**src/rtl/nest_prio_pkg.sv**
```systemverilog
package nest_prio_pkg;
  typedef enum logic [1:0] {
    ACK_NONE = 2'd0,
    ACK_REAL = 2'd1,
    ACK_SPUR = 2'd2
  } ack_kind_e;
endpackage

```
**src/rtl/nest_prio_scan.sv**
```systemverilog
module nest_prio_scan #(
  parameter int unsigned N  = 8,
  parameter int unsigned IW = $clog2(N),
  parameter int unsigned PW = $clog2(N + 1)
) (
  input  logic [N-1:0]  vec_i,
  input  logic [IW-1:0] off_i,
  output logic [PW-1:0] pri_o,
  output logic [IW-1:0] line_o,
  output logic          hit_o
);
  logic [N-1:0] rot;

  // rotate so that the offset line lands at position 0
  always_comb begin
    for (int k = 0; k < N; k++) begin
      rot[k] = vec_i[IW'(IW'(k) + off_i)];
    end
  end

  // priority encode: lowest set position, N when empty
  always_comb begin
    pri_o = PW'(N);
    for (int k = N - 1; k >= 0; k--) begin
      if (rot[k]) pri_o = PW'(k);
    end
  end

  // un-rotate back to a line number
  assign line_o = IW'(pri_o[IW-1:0] + off_i);
  assign hit_o  = (pri_o != PW'(N));

  always_comb begin
    if (vec_i == '0) assert_empty_sentinel_R2: assert (pri_o == PW'(N));
    if (hit_o)       assert_winner_pending_R1: assert (vec_i[line_o]);
  end
endmodule

```
**src/rtl/nest_ack_ctrl.sv**
```systemverilog
module nest_ack_ctrl
  import nest_prio_pkg::*;
#(
  parameter int unsigned N  = 8,
  parameter int unsigned IW = $clog2(N),
  parameter int unsigned VW = 8
) (
  input  logic          clk,
  input  logic          rst_n,
  input  logic          ack_i,
  input  logic          want_i,
  input  logic [IW-1:0] line_i,
  input  logic          aeoi_i,
  input  logic          rot_aeoi_i,
  input  logic [VW-1:0] base_i,
  output logic          resp_valid_o,
  output logic          resp_spur_o,
  output logic [IW-1:0] resp_line_o,
  output logic [VW-1:0] resp_vec_o,
  output logic [N-1:0]  isr_set_o,
  output logic [N-1:0]  isr_clr_o,
  output logic          rot_load_o,
  output logic [IW-1:0] rot_next_o
);
  localparam logic [IW-1:0] SPUR_LINE = IW'(N - 1);

  ack_kind_e     kind;
  logic [IW-1:0] sel_line;
  logic [N-1:0]  sel_onehot;
  logic          real_ack;

  always_comb begin
    if (!ack_i)      kind = ACK_NONE;
    else if (want_i) kind = ACK_REAL;
    else             kind = ACK_SPUR;
  end

  assign real_ack   = (kind == ACK_REAL);
  assign sel_line   = real_ack ? line_i : SPUR_LINE;
  assign sel_onehot = N'(1) << sel_line;

  always_ff @(posedge clk) begin
    if (!rst_n) begin
      resp_valid_o <= 1'b0;
      resp_spur_o  <= 1'b0;
      resp_line_o  <= '0;
      resp_vec_o   <= '0;
      isr_set_o    <= '0;
      isr_clr_o    <= '0;
      rot_load_o   <= 1'b0;
      rot_next_o   <= '0;
    end else begin
      resp_valid_o <= (kind != ACK_NONE);
      resp_spur_o  <= (kind == ACK_SPUR);
      resp_line_o  <= sel_line;
      resp_vec_o   <= base_i + VW'(sel_line);
      isr_set_o    <= real_ack ? sel_onehot : '0;
      isr_clr_o    <= (real_ack && aeoi_i) ? sel_onehot : '0;
      rot_load_o   <= real_ack && aeoi_i && rot_aeoi_i;
      rot_next_o   <= IW'(sel_line + 1'b1);
    end
  end

  assert_set_onehot_R6: assert property (@(posedge clk) disable iff (!rst_n)
    $onehot0(isr_set_o) && (isr_set_o != '0 || !resp_valid_o || resp_spur_o));

  assert_spur_quiet_R7: assert property (@(posedge clk) disable iff (!rst_n)
    (resp_valid_o && resp_spur_o) |->
      (resp_line_o == SPUR_LINE && isr_set_o == '0 && isr_clr_o == '0 && !rot_load_o));

  assert_aeoi_clear_R9: assert property (@(posedge clk) disable iff (!rst_n)
    (resp_valid_o && !resp_spur_o && $past(aeoi_i)) |-> (isr_clr_o == isr_set_o));

  assert_rot_needs_clear_R10: assert property (@(posedge clk) disable iff (!rst_n)
    rot_load_o |-> (resp_valid_o && !resp_spur_o && isr_clr_o != '0));
endmodule

```
**src/rtl/nest_prio_resolver.sv**
```systemverilog
module nest_prio_resolver #(
  parameter int unsigned N_LINES      = 8,
  parameter int unsigned CASCADE_LINE = 2,
  parameter int unsigned VEC_W        = 8
) (
  input  logic                       clk,
  input  logic                       rst_n,
  input  logic [N_LINES-1:0]         pend_i,
  input  logic [N_LINES-1:0]         isr_i,
  input  logic [$clog2(N_LINES)-1:0] rot_off_i,
  input  logic                       nest_mode_i,
  input  logic                       aeoi_i,
  input  logic                       rot_aeoi_i,
  input  logic [VEC_W-1:0]           base_i,
  input  logic                       ack_i,
  output logic                       irq_o,
  output logic                       resp_valid_o,
  output logic                       resp_spur_o,
  output logic [$clog2(N_LINES)-1:0] resp_line_o,
  output logic [VEC_W-1:0]           resp_vec_o,
  output logic [N_LINES-1:0]         isr_set_o,
  output logic [N_LINES-1:0]         isr_clr_o,
  output logic                       rot_load_o,
  output logic [$clog2(N_LINES)-1:0] rot_next_o
);
  localparam int unsigned IW = $clog2(N_LINES);
  localparam int unsigned PW = $clog2(N_LINES + 1);

  logic [N_LINES-1:0] isr_cmp;
  logic [PW-1:0]      pend_pri, serv_pri;
  logic [IW-1:0]      pend_line, serv_line;
  logic               pend_hit, serv_hit;
  logic               want;

  always_comb begin
    isr_cmp = isr_i;
    if (nest_mode_i) isr_cmp[CASCADE_LINE] = 1'b0;
  end

  nest_prio_scan #(.N(N_LINES), .IW(IW), .PW(PW)) u_pend_scan (
    .vec_i (pend_i),
    .off_i (rot_off_i),
    .pri_o (pend_pri),
    .line_o(pend_line),
    .hit_o (pend_hit)
  );

  nest_prio_scan #(.N(N_LINES), .IW(IW), .PW(PW)) u_serv_scan (
    .vec_i (isr_cmp),
    .off_i (rot_off_i),
    .pri_o (serv_pri),
    .line_o(serv_line),
    .hit_o (serv_hit)
  );

  assign want = pend_hit && (pend_pri < serv_pri);

  always_ff @(posedge clk) begin
    if (!rst_n) irq_o <= 1'b0;
    else        irq_o <= want;
  end

  nest_ack_ctrl #(.N(N_LINES), .IW(IW), .VW(VEC_W)) u_ack (
    .clk         (clk),
    .rst_n       (rst_n),
    .ack_i       (ack_i),
    .want_i      (want),
    .line_i      (pend_line),
    .aeoi_i      (aeoi_i),
    .rot_aeoi_i  (rot_aeoi_i),
    .base_i      (base_i),
    .resp_valid_o(resp_valid_o),
    .resp_spur_o (resp_spur_o),
    .resp_line_o (resp_line_o),
    .resp_vec_o  (resp_vec_o),
    .isr_set_o   (isr_set_o),
    .isr_clr_o   (isr_clr_o),
    .rot_load_o  (rot_load_o),
    .rot_next_o  (rot_next_o)
  );

  assert_irq_needs_pending_R2: assert property (@(posedge clk) disable iff (!rst_n)
    irq_o |-> ($past(pend_i) != '0));

  assert_serv_blocks_R3: assert property (@(posedge clk) disable iff (!rst_n)
    (serv_hit && serv_pri == '0) |=> !irq_o);

  assert_line_in_range_R1: assert property (@(posedge clk) disable iff (!rst_n)
    serv_hit |-> isr_cmp[serv_line]);
endmodule

```
**config.mk**
```make
export PLATFORM = sky130hd
export DESIGN_NAME = nest_prio_resolver
export DESIGN_NICKNAME = d
export VERILOG_FILES = /design/src/rtl/nest_prio_pkg.sv /design/src/rtl/nest_prio_scan.sv /design/src/rtl/nest_ack_ctrl.sv /design/src/rtl/nest_prio_resolver.sv
export SDC_FILE = /design/constraint.sdc
export NUM_CORES = 1
export LEC_CHECK = 0
export ABC_AREA = 1
export BUFFER_PORTS_ARGS = -buffer_cell sky130_fd_sc_hd__buf_4
export CAP_MARGIN = 15
export CORE_ASPECT_RATIO = 1.25
export CORE_MARGIN = 8
export CORE_UTILIZATION = 48
export CTS_CLUSTER_SIZE = 10
export DETAILED_ROUTE_END_ITERATION = 6
export HOLD_SLACK_MARGIN = 0.08
export PLACE_DENSITY = 0.72
export RECOVER_POWER = 25
export SETUP_SLACK_MARGIN = 0.2
export SLEW_MARGIN = 10
export SYNTH_ARGS = -nofsm -noshare
export SYNTH_HDL_FRONTEND = slang
export SYNTH_HIERARCHICAL = 1
export SYNTH_SLANG_ARGS = --single-unit
export TNS_END_PERCENT = 10
```
**constraint.sdc**
```tcl
create_clock -name clk -period 6.3 [get_ports clk]
set_clock_uncertainty 0.15 [all_clocks]
set_input_delay 1.26 -clock clk [delete_from_list [all_inputs] [get_ports clk]]
set_output_delay 1.26 -clock clk [all_outputs]
set_load 0.02 [all_outputs]
```
Yosys cells after proc, flatten, opt, wreduce, memory -nomap -nowiden
Index checks and enable logic that the tools add are counted.
{"block": "op_classes", "mux": 52, "n_eq_ne": 3, "order_cmp": 9, "n_reduce_logical": 6, "shifts": 1, "n_addsub": 10}
{"cell": "4-bit 2-to-1 mux", "n": 16}
{"cell": "1-bit binary-select mux with 3-bit select", "n": 16}
{"cell": "3-bit by 4-bit less-than comparator with 1-bit output (second input constant)", "n": 8}
{"cell": "1-bit 2-to-1 mux", "n": 17}
{"cell": "3-bit adder (first input constant)", "n": 4}
{"cell": "8-bit by 3-bit adder with 8-bit output", "n": 1}
{"cell": "1-bit by 3-bit << shifter with 8-bit output (first input constant)", "n": 1}
{"cell": "2-bit by 3-bit adder with 3-bit output (first input constant)", "n": 2}
{"cell": "4-bit less-than comparator", "n": 1}
{"cell": "2-bit 2-to-1 mux", "n": 2}
{"cell": "4-bit != test (second input constant)", "n": 1}
{"cell": "2-bit AND reduction", "n": 2}
{"cell": "1-bit by 3-bit adder with 3-bit output (first input constant)", "n": 1}
{"cell": "3-bit by 1-bit adder with 3-bit output (second input constant)", "n": 1}
{"cell": "3-bit adder", "n": 1}
{"cell": "1-bit logical AND", "n": 3}
{"cell": "3-bit 2-to-1 mux", "n": 1}
{"cell": "2-bit by 1-bit == test with 1-bit output (second input constant)", "n": 1}
{"cell": "2-bit == test (second input constant)", "n": 1}
{"cell": "2-bit nonzero test", "n": 1}
{"block": "totals", "output_inout_bits": 34, "wordCells": 90, "inputBits": 33, "register_bits": 34}

Longest topological paths before layout
Gate-level depths: netlist of run 1.
{"block": "depth", "word_depth": 18, "depth_mapped": 32, "ltp_nobuf": 31}

By module
The synthesis of run 1 kept the hierarchy.
{"mod": "nest_ack_ctrl", "area_per_inst_um2": 1249.9, "cells_per_inst": 135, "n_inst": 1, "seq_area_each_um2": 660.6}
{"mod": "nest_prio_scan", "area_per_inst_um2": 614.3, "cells_per_inst": 112, "n_inst": 2, "seq_area_each_um2": 0.0}
{"mod": "nest_prio_resolver", "area_per_inst_um2": 143.9, "cells_per_inst": 24, "n_inst": 1, "seq_area_each_um2": 20.0}

Least setup slack after synthesis of run 1
Ideal clock, no wire load.
{"block": "synth_timing", "path_type": "input-to-reg", "from": "input rot_off_i[0]", "to": "register u_ack.resp_vec_o[7]", "path_buffers": 1, "arrival_time_ns": 4.519, "cell_stages": 29, "setup_time_ns": 0.110, "path_slack_ns": 1.521, "t_required_ns": 6.040, "cell_sequence": "buf_6 inv_6 ha_1 inv_1 nand3_1 nand3_1 nand2_1 nand2_1 nand2_1 nand2_1 nand2_1 nand2_1 a21oi_1 ha_1 inv_1 fa_1 xor2_1 inv_1 nand2_2 nand2_1 inv_1 nor2_8 inv_4 ha_1 or2_2 nand3_1 nand2_1 inv_1 nor2_1"}
{"block": "synth_between", "word_cells_on_any_way": 64, "classes_between": "add/sub: 9; order compare: 1; eq/ne: 2; mux: 51; reduce/logical: 1"}
{"element": "start, declared", "line_no": "nest_prio_resolver.sv:10", "text": "input logic [$clog2(N_LINES)-1:0] rot_off_i,"}
{"element": "3-bit adder", "line_no": "nest_prio_scan.sv:17", "text": "rot[k] = vec_i[IW'(IW'(k) + off_i)];"}
{"element": "1-bit binary-select mux with 3-bit select", "line_no": "nest_prio_scan.sv:17"}
{"element": "1-bit 2-to-1 mux (not written as such)", "line_no": "nest_prio_scan.sv:17"}
{"element": "4-bit 2-to-1 mux (7 in a row)", "line_no": "nest_prio_scan.sv:25", "text": "if (rot[k]) pri_o = PW'(k);"}
{"element": "4-bit 2-to-1 mux *", "line_no": "nest_prio_scan.sv:25"}
{"element": "net pend_pri[0]", "line_no": "nest_prio_resolver.sv:30", "text": "logic [PW-1:0] pend_pri, serv_pri;"}
{"element": "3-bit adder *", "line_no": "nest_prio_scan.sv:30", "text": "assign line_o = IW'(pri_o[IW-1:0] + off_i);"}
{"element": "net pend_line[2]", "line_no": "nest_prio_resolver.sv:31", "text": "logic [IW-1:0] pend_line, serv_line;"}
{"element": "3-bit 2-to-1 mux *", "line_no": "nest_ack_ctrl.sv:39", "text": "assign sel_line = real_ack ? line_i : SPUR_LINE;"}
{"element": "net u_ack.sel_line[2]", "line_no": "nest_ack_ctrl.sv:28", "text": "logic [IW-1:0] sel_line;"}
{"element": "8-bit by 3-bit adder with 8-bit output *", "line_no": "nest_ack_ctrl.sv:56", "text": "resp_vec_o <= base_i + VW'(sel_line);"}
{"element": "end signal, assigned", "line_no": "nest_ack_ctrl.sv:56"}
{"element": "end, declared", "line_no": "nest_ack_ctrl.sv:19", "text": "output logic [VW-1:0] resp_vec_o,"}
Mark *: on every way through the listed nets, which the timed path passes. The rest lies on a longest branch. The select of a mux whose other input is x is not followed.
A chain may end at the register's enable or synchronous reset.

Worst setup path in the final report of run 1
{"block": "layout_timing", "from": "input rot_off_i[1]", "to": "register u_ack.resp_vec_o[7]"}
Same word-level chain as after synthesis.

==> results.md, run 1 <==
- Initial Util: 49.9%
- Antenna violation net count after detailed routing: 0
- CP dominant cell by count: nand2_1
- Worst hold start: base_i[6]
- Mapped cell area: 2550 um2
- Critical Path Sink Type: register
- WHS Endpoint: u_ack/resp_vec_o[6]$_SDFF_PN0_
- GPL Wtd Cong: 0.807
- Final Cycle Share: 79.6%
- Share of layout cells above drive strength 1: 29.4%
- CP Max Fanout: 14
- Largest net degree at the start of global routing: 22
- Yosys Warn Count: 6
- Die area: 7920 um2
- Syn Area/Cell: 6.84 um2
- Critical Path AT: 5050 ps
- Avg WL per Cell: 11.4 um
- CP max-delay cell: ha_1
- Placed Area: 3080 um2
- Post-route cell area: 3130 um2
- Area of the core: 5120 um2
- Rel. slew slack: 64.8%
- Setup TNS: 0 ps
- 1st-iter DRT viols: 59
- Cells after Synth: 373
- PD cells: 224 nW/um2
- Die Ht: 97.5 um
- Minimum clock period: 5020 ps
- Grt ovf: 0
- Drt first pass iters: 5
- RSZ-0062 raised after global routing: false
- Crit path launch type: input port
- Clk pin slew, worst setup/hold paths: 70 ps
- CTS resizes: 0
- CTS tree: yes
- Total nets after synthesis: 425
- N_diodes: 0
- Vias/cell: 4.76
- Hpwl dp: 4.89 mm
- Clk sink count: 34
- CTS Hold Bufs: 0
- Max Cap Viol: 0
- VDD IR max: 0.0918 mV
- Final Power: 700 uW
- Clk buf depth: 2
- First-pass GRT wire length: 10.0 mm
- Status: finished, final reports clean
- # IOs: 67
- Die W: 81.2 um
- Max Clock Freq: 0.199 GHz
- FP Rows: 29
- Via Count: 2399
- Area grow syn2layout: 22.5%
- Fill count: 508
- Final wirelength: 5.73 mm
- DRC viols: 0
- Crit Path Class: in -> reg
- Worst EP required: 6330 ps
- Hold depth: 3
- Slew @ Worst Pin: 528 ps
- Crit-path max cell delay: 390 ps
- Num CTS Buffers: 5
- Root Buffer: clkbuf_8
- Final #Nets: 493
- Initial antenna violation count: 0
- Final hold violations: 0
- P_leak: 0.00168 uW
- Min-Delay Path Class: in -> reg
- Final setup violation count: 0
- H-tree levels: 2
- Vias in the first global route: 2438
- Gr usage total: 15.3%
- IO Port Bufs: 66
- Final count of pins violating max slew: 0
- Post-CTS Setup Bufs: 0
[sequential cells by signal (all words and copies together), names as in the netlist]
signal              count
irq_o                   1
u_ack/isr_clr_o         8
u_ack/isr_set_o         8
u_ack/resp_line_o       3
u_ack/resp_spur_o       1
u_ack/resp_valid_o      1
u_ack/resp_vec_o        8
u_ack/rot_load_o        1
u_ack/rot_next_o        3
[worst max-delay path by stage]
stage                 start                        endpoint  slack (ps)  cells past startpoint
4_1_cts        rot_off_i[1]  u_ack/resp_vec_o[7]$_SDFF_PN0_        1260                     29
2_1_floorplan  rot_off_i[0]  u_ack/resp_vec_o[7]$_SDFF_PN0_        1520                     29
3_3_place_gp   rot_off_i[1]  u_ack/resp_vec_o[5]$_SDFF_PN0_        1010                     29
3_5_place_dp   rot_off_i[1]  u_ack/resp_vec_o[7]$_SDFF_PN0_         950                     29
5_1_grt        rot_off_i[0]  u_ack/resp_vec_o[7]$_SDFF_PN0_         870                     28
6_report       rot_off_i[1]  u_ack/resp_vec_o[7]$_SDFF_PN0_        1280                     29
[routing by layer]
layer	track usage (%)	up-vias	wire, um
met5	0	-	0
met1	15.3	1040	2270
li1	-	1273	-
met3	2.96	15	402
met4	7.45	0	175
met2	28.2	71	2890
[cells in the final DEF (no fill, tap or decap)]
cell type,count
o21bai_2,2
xor2_1,1
a21oi_4,2
clkbuf_8,5
a31oi_1,1
or2_2,1
nor2_2,1
nand3_1,44
dfxtp_1,34
nor3b_2,1
nor3_1,1
and2_4,2
nor2_8,1
a21oi_1,4
bufinv_16,1
inv_6,2
nand2_4,4
nand3_2,2
fa_1,2
inv_1,47
xnor2_1,2
nor2_4,3
inv_4,1
xnor2_2,2
ha_1,17
nor2_1,24
o21ai_0,2
clkinvlp_4,2
inv_2,12
nor3_2,8
nand2_1,116
nand2_2,29
clkbuf_1,17
buf_4,49
[power by group]
group	switching [uW]	internal (uW)	leakage, uW
Clock	78.5	118	0.0000504
Sequential	4.15	232	0.000279
Combinational	171	97.3	0.00135
Total	253	447	0.00168
[layout make-up]
cell class / count / area, um2 / area share, %
clock buffers: 5 / 68.8 / 2.20
flip-flops and latches: 34 / 681 / 21.8
repair buffers: 66 / 432 / 13.8
multi-input cells: 272 / 1580 / 50.4
clock inverters: 3 / 45.0 / 1.44
well taps: 62 / 77.6 / 2.48
inverters: 62 / 245 / 7.85
[metrics by stage]
stage               hold WS (ps)  setup slack (ps)  utilization [%]  instances
floorplan                   1220              1520                -        373
global placement            1330              1010             60.1        496
detailed placement          1340               954             60.1        496
CTS                         1040              1260             62.3        504
global route                1060               871             61.1        504
finish                      1040              1280             61.1        504
[critical path, delay by kind of cell]
| family | cells | cell delay [ps] |
|---|---|---|
| compound gates | 1 | 180 |
| xor+xnor | 1 | 160 |
| simple gates | 15 | 1390 |
| buf+inv | 8 | 770 |
| fa+ha+maj | 4 | 1270 |
Note: power is estimated with default switching activity, not from simulation.
==> inputs of run 2 (changes only) <==
Settings changed: PLACE_DENSITY 0.72 to 0.75.
Clock period 6.3 ns to 4.2 ns, I/O delays scaled along.
==> run 2 against run 1 <==
Core utilization up 7.1 points. Sequential share of layout area down 2.3 points. Sequential power up 50%. Via count up 5.3%. First-iteration DRC count down 14%. Die area unchanged. Largest power group unchanged.
==> results.md, run 2 (same netlist as run 1, synthesis figures left out) <==
- Status: finished, final reports clean
- CP Max Fanout: 6
- CTS tree: yes
- Slew @ Worst Pin: 602 ps
- Clk buf depth: 2
- Final Power: 1130 uW
- Clk pin slew, worst setup/hold paths: 70 ps
- Metal-1 WL: 2.25 mm
- Pre-CTS setup slack: -85.2 ps
- Crit Path Class: in -> reg
- Metal2 WL: 3.45 mm
- Avg WL per Cell: 11.8 um
- Die Ht: 97.5 um
- Initial antenna violation count: 0
- Crit path max-delay family: simple AND/OR/NAND/NOR gates
- Worst hold start: rot_aeoi_i
- FP Rows: 29
- RSZ-0062 raised after global routing: true
- Via Count: 2525
- Final count of pins violating max slew: 0
- PD cells: 325 nW/um2
- Minimum clock period: 3930 ps
- CP max-delay cell: fa_2
- DRC viols: 0
- Commonest non-fill, non-tap cell in the layout: nand2_1
- Rel. slew slack: 59.9%
- N_diodes: 0
- Vias/cell: 4.85
- Initial Util: 49.9%
- Vias in the first global route: 2451
- Crit path launch type: input port
- Final wirelength: 6.15 mm
- Drt first pass iters: 4
- Critical Path Sink Type: register
- First-pass GRT wire length: 9.96 mm
- Crit path launch: rot_off_i[1]
- Share of layout cells above drive strength 1: 41.0%
- IO Port Bufs: 66
- Crit-path max cell delay: 360 ps
- VDD IR max: 0.148 mV
- Root Buffer: clkbuf_8
- WP buf/inv: 7
- Antenna violation net count after detailed routing: 0
- Min-Delay Path Class: in -> reg
- GPL Wtd Cong: 0.787
- Clk sink count: 34
- Max Cap Viol: 0
- Die area: 7920 um2
- CP dominant cell by count: nand2_1
- Fill count: 460
- Grt ovf: 0
- Gr usage total: 15.1%
- Final #Nets: 510
- P_leak: 0.00180 uW
- Critical Path AT: 3940 ps
- WHS Endpoint: u_ack/rot_load_o$_SDFF_PN0_
- Area of the core: 5120 um2
- WL met3: 364 um
- Largest net degree at the start of global routing: 14
- Worst setup margin: 274 ps
- Final hold violations: 0
- Hold depth: 3
- Biggest regs: u_ack/isr_clr_o x8, u_ack/isr_set_o x8, u_ack/resp_vec_o x8
- Hpwl dp: 5.00 mm
- Num CTS Buffers: 5
- Most frequent cells in the layout: 106 x nand2_1, 64 x buf_4, 41 x inv_1
- 1st-iter DRT viols: 51
- Area grow syn2layout: 36.7%
- Top routing layer in use: met4
- Max Clock Freq: 0.255 GHz
- Final setup violation count: 0
- Worst EP required: 4220 ps
- Final Cycle Share: 93.5%
- # IOs: 67
- H-tree levels: 2
- Die W: 81.2 um
run 2: cell count changes in the layout (fill, tap and decap cells not counted), moves of 3 or more:
cell / before / now
buf_4: 49 / 64
ha_1: 17 / 10
ha_2: 0 / 3
ha_4: 0 / 4
inv_1: 47 / 41
inv_2: 12 / 15
nand2_1: 116 / 106
nand2_2: 29 / 39
nand3_1: 44 / 33
nand3_2: 2 / 9
nand3_4: 0 / 4
run 2: worst min-delay path, cell delays in order:
cell	delay [ps]
buf_4	80
inv_1	30
nor2_1	80
run 2: metal layers:
layer  track usage, %  vias up
met5                0        -
li1                 -     1311
met1             14.5     1149
met2             30.1       58
met4             4.41        0
met3             2.78        7
run 2: worst max path at each step:
stage / endpoint / slack [ps] / cells after the start
after CTS: u_ack/resp_vec_o[6]$_SDFF_PN0_ / 200 / 26
after global placement: u_ack/resp_vec_o[6]$_SDFF_PN0_ / 30 / 24
after detailed placement: u_ack/resp_vec_o[6]$_SDFF_PN0_ / -90 / 26
after floorplan: u_ack/resp_vec_o[6]$_SDFF_PN0_ / 190 / 29
after global routing: u_ack/resp_vec_o[6]$_SDFF_PN0_ / 60 / 24
final: u_ack/resp_vec_o[6]$_SDFF_PN0_ / 270 / 27
run 2: final cells by class:
type	count	area, um2	share of cell area [%]
repair buffers	83	571	16.4
multi-input cells	272	1780	51.1
inverters	62	269	7.71
clock inverters	3	40.0	1.15
clock buffers	5	68.8	1.97
well taps	62	77.6	2.22
flip-flops and latches	34	681	19.5
run 2: through the flow:
stage | instances | setup TNS [ps] | hold slack [ps] | util, % | area [um2]
global route | 521 | 0 | 618 | 68.2 | 3490
global placement | 511 | 0 | 912 | 64.2 | 3290
CTS | 519 | 0 | 622 | 66.5 | 3400
floorplan | 373 | 0 | 801 | - | 2660
finish | 521 | 0 | 629 | 68.2 | 3490
detailed placement | 511 | -151 | 914 | 64.2 | 3290
run 2: power breakdown:
group	switching, uW	leakage (uW)	total [uW]	internal, uW
combinational	294	0.00146	492	199
clock	112	0.0000579	286	174
sequential	6.84	0.000279	355	348
total	412	0.00180	1130	721
run 2: repair_timing:
item | in CTS | in global routing
hold buffers | 0 | 0
gates resized for setup | 2 | 32
setup endpoints to repair | 1 | 7
endpoints found under the hold margin | 0 | 0
setup buffers | 0 | 2
pin swaps | 0 | 16
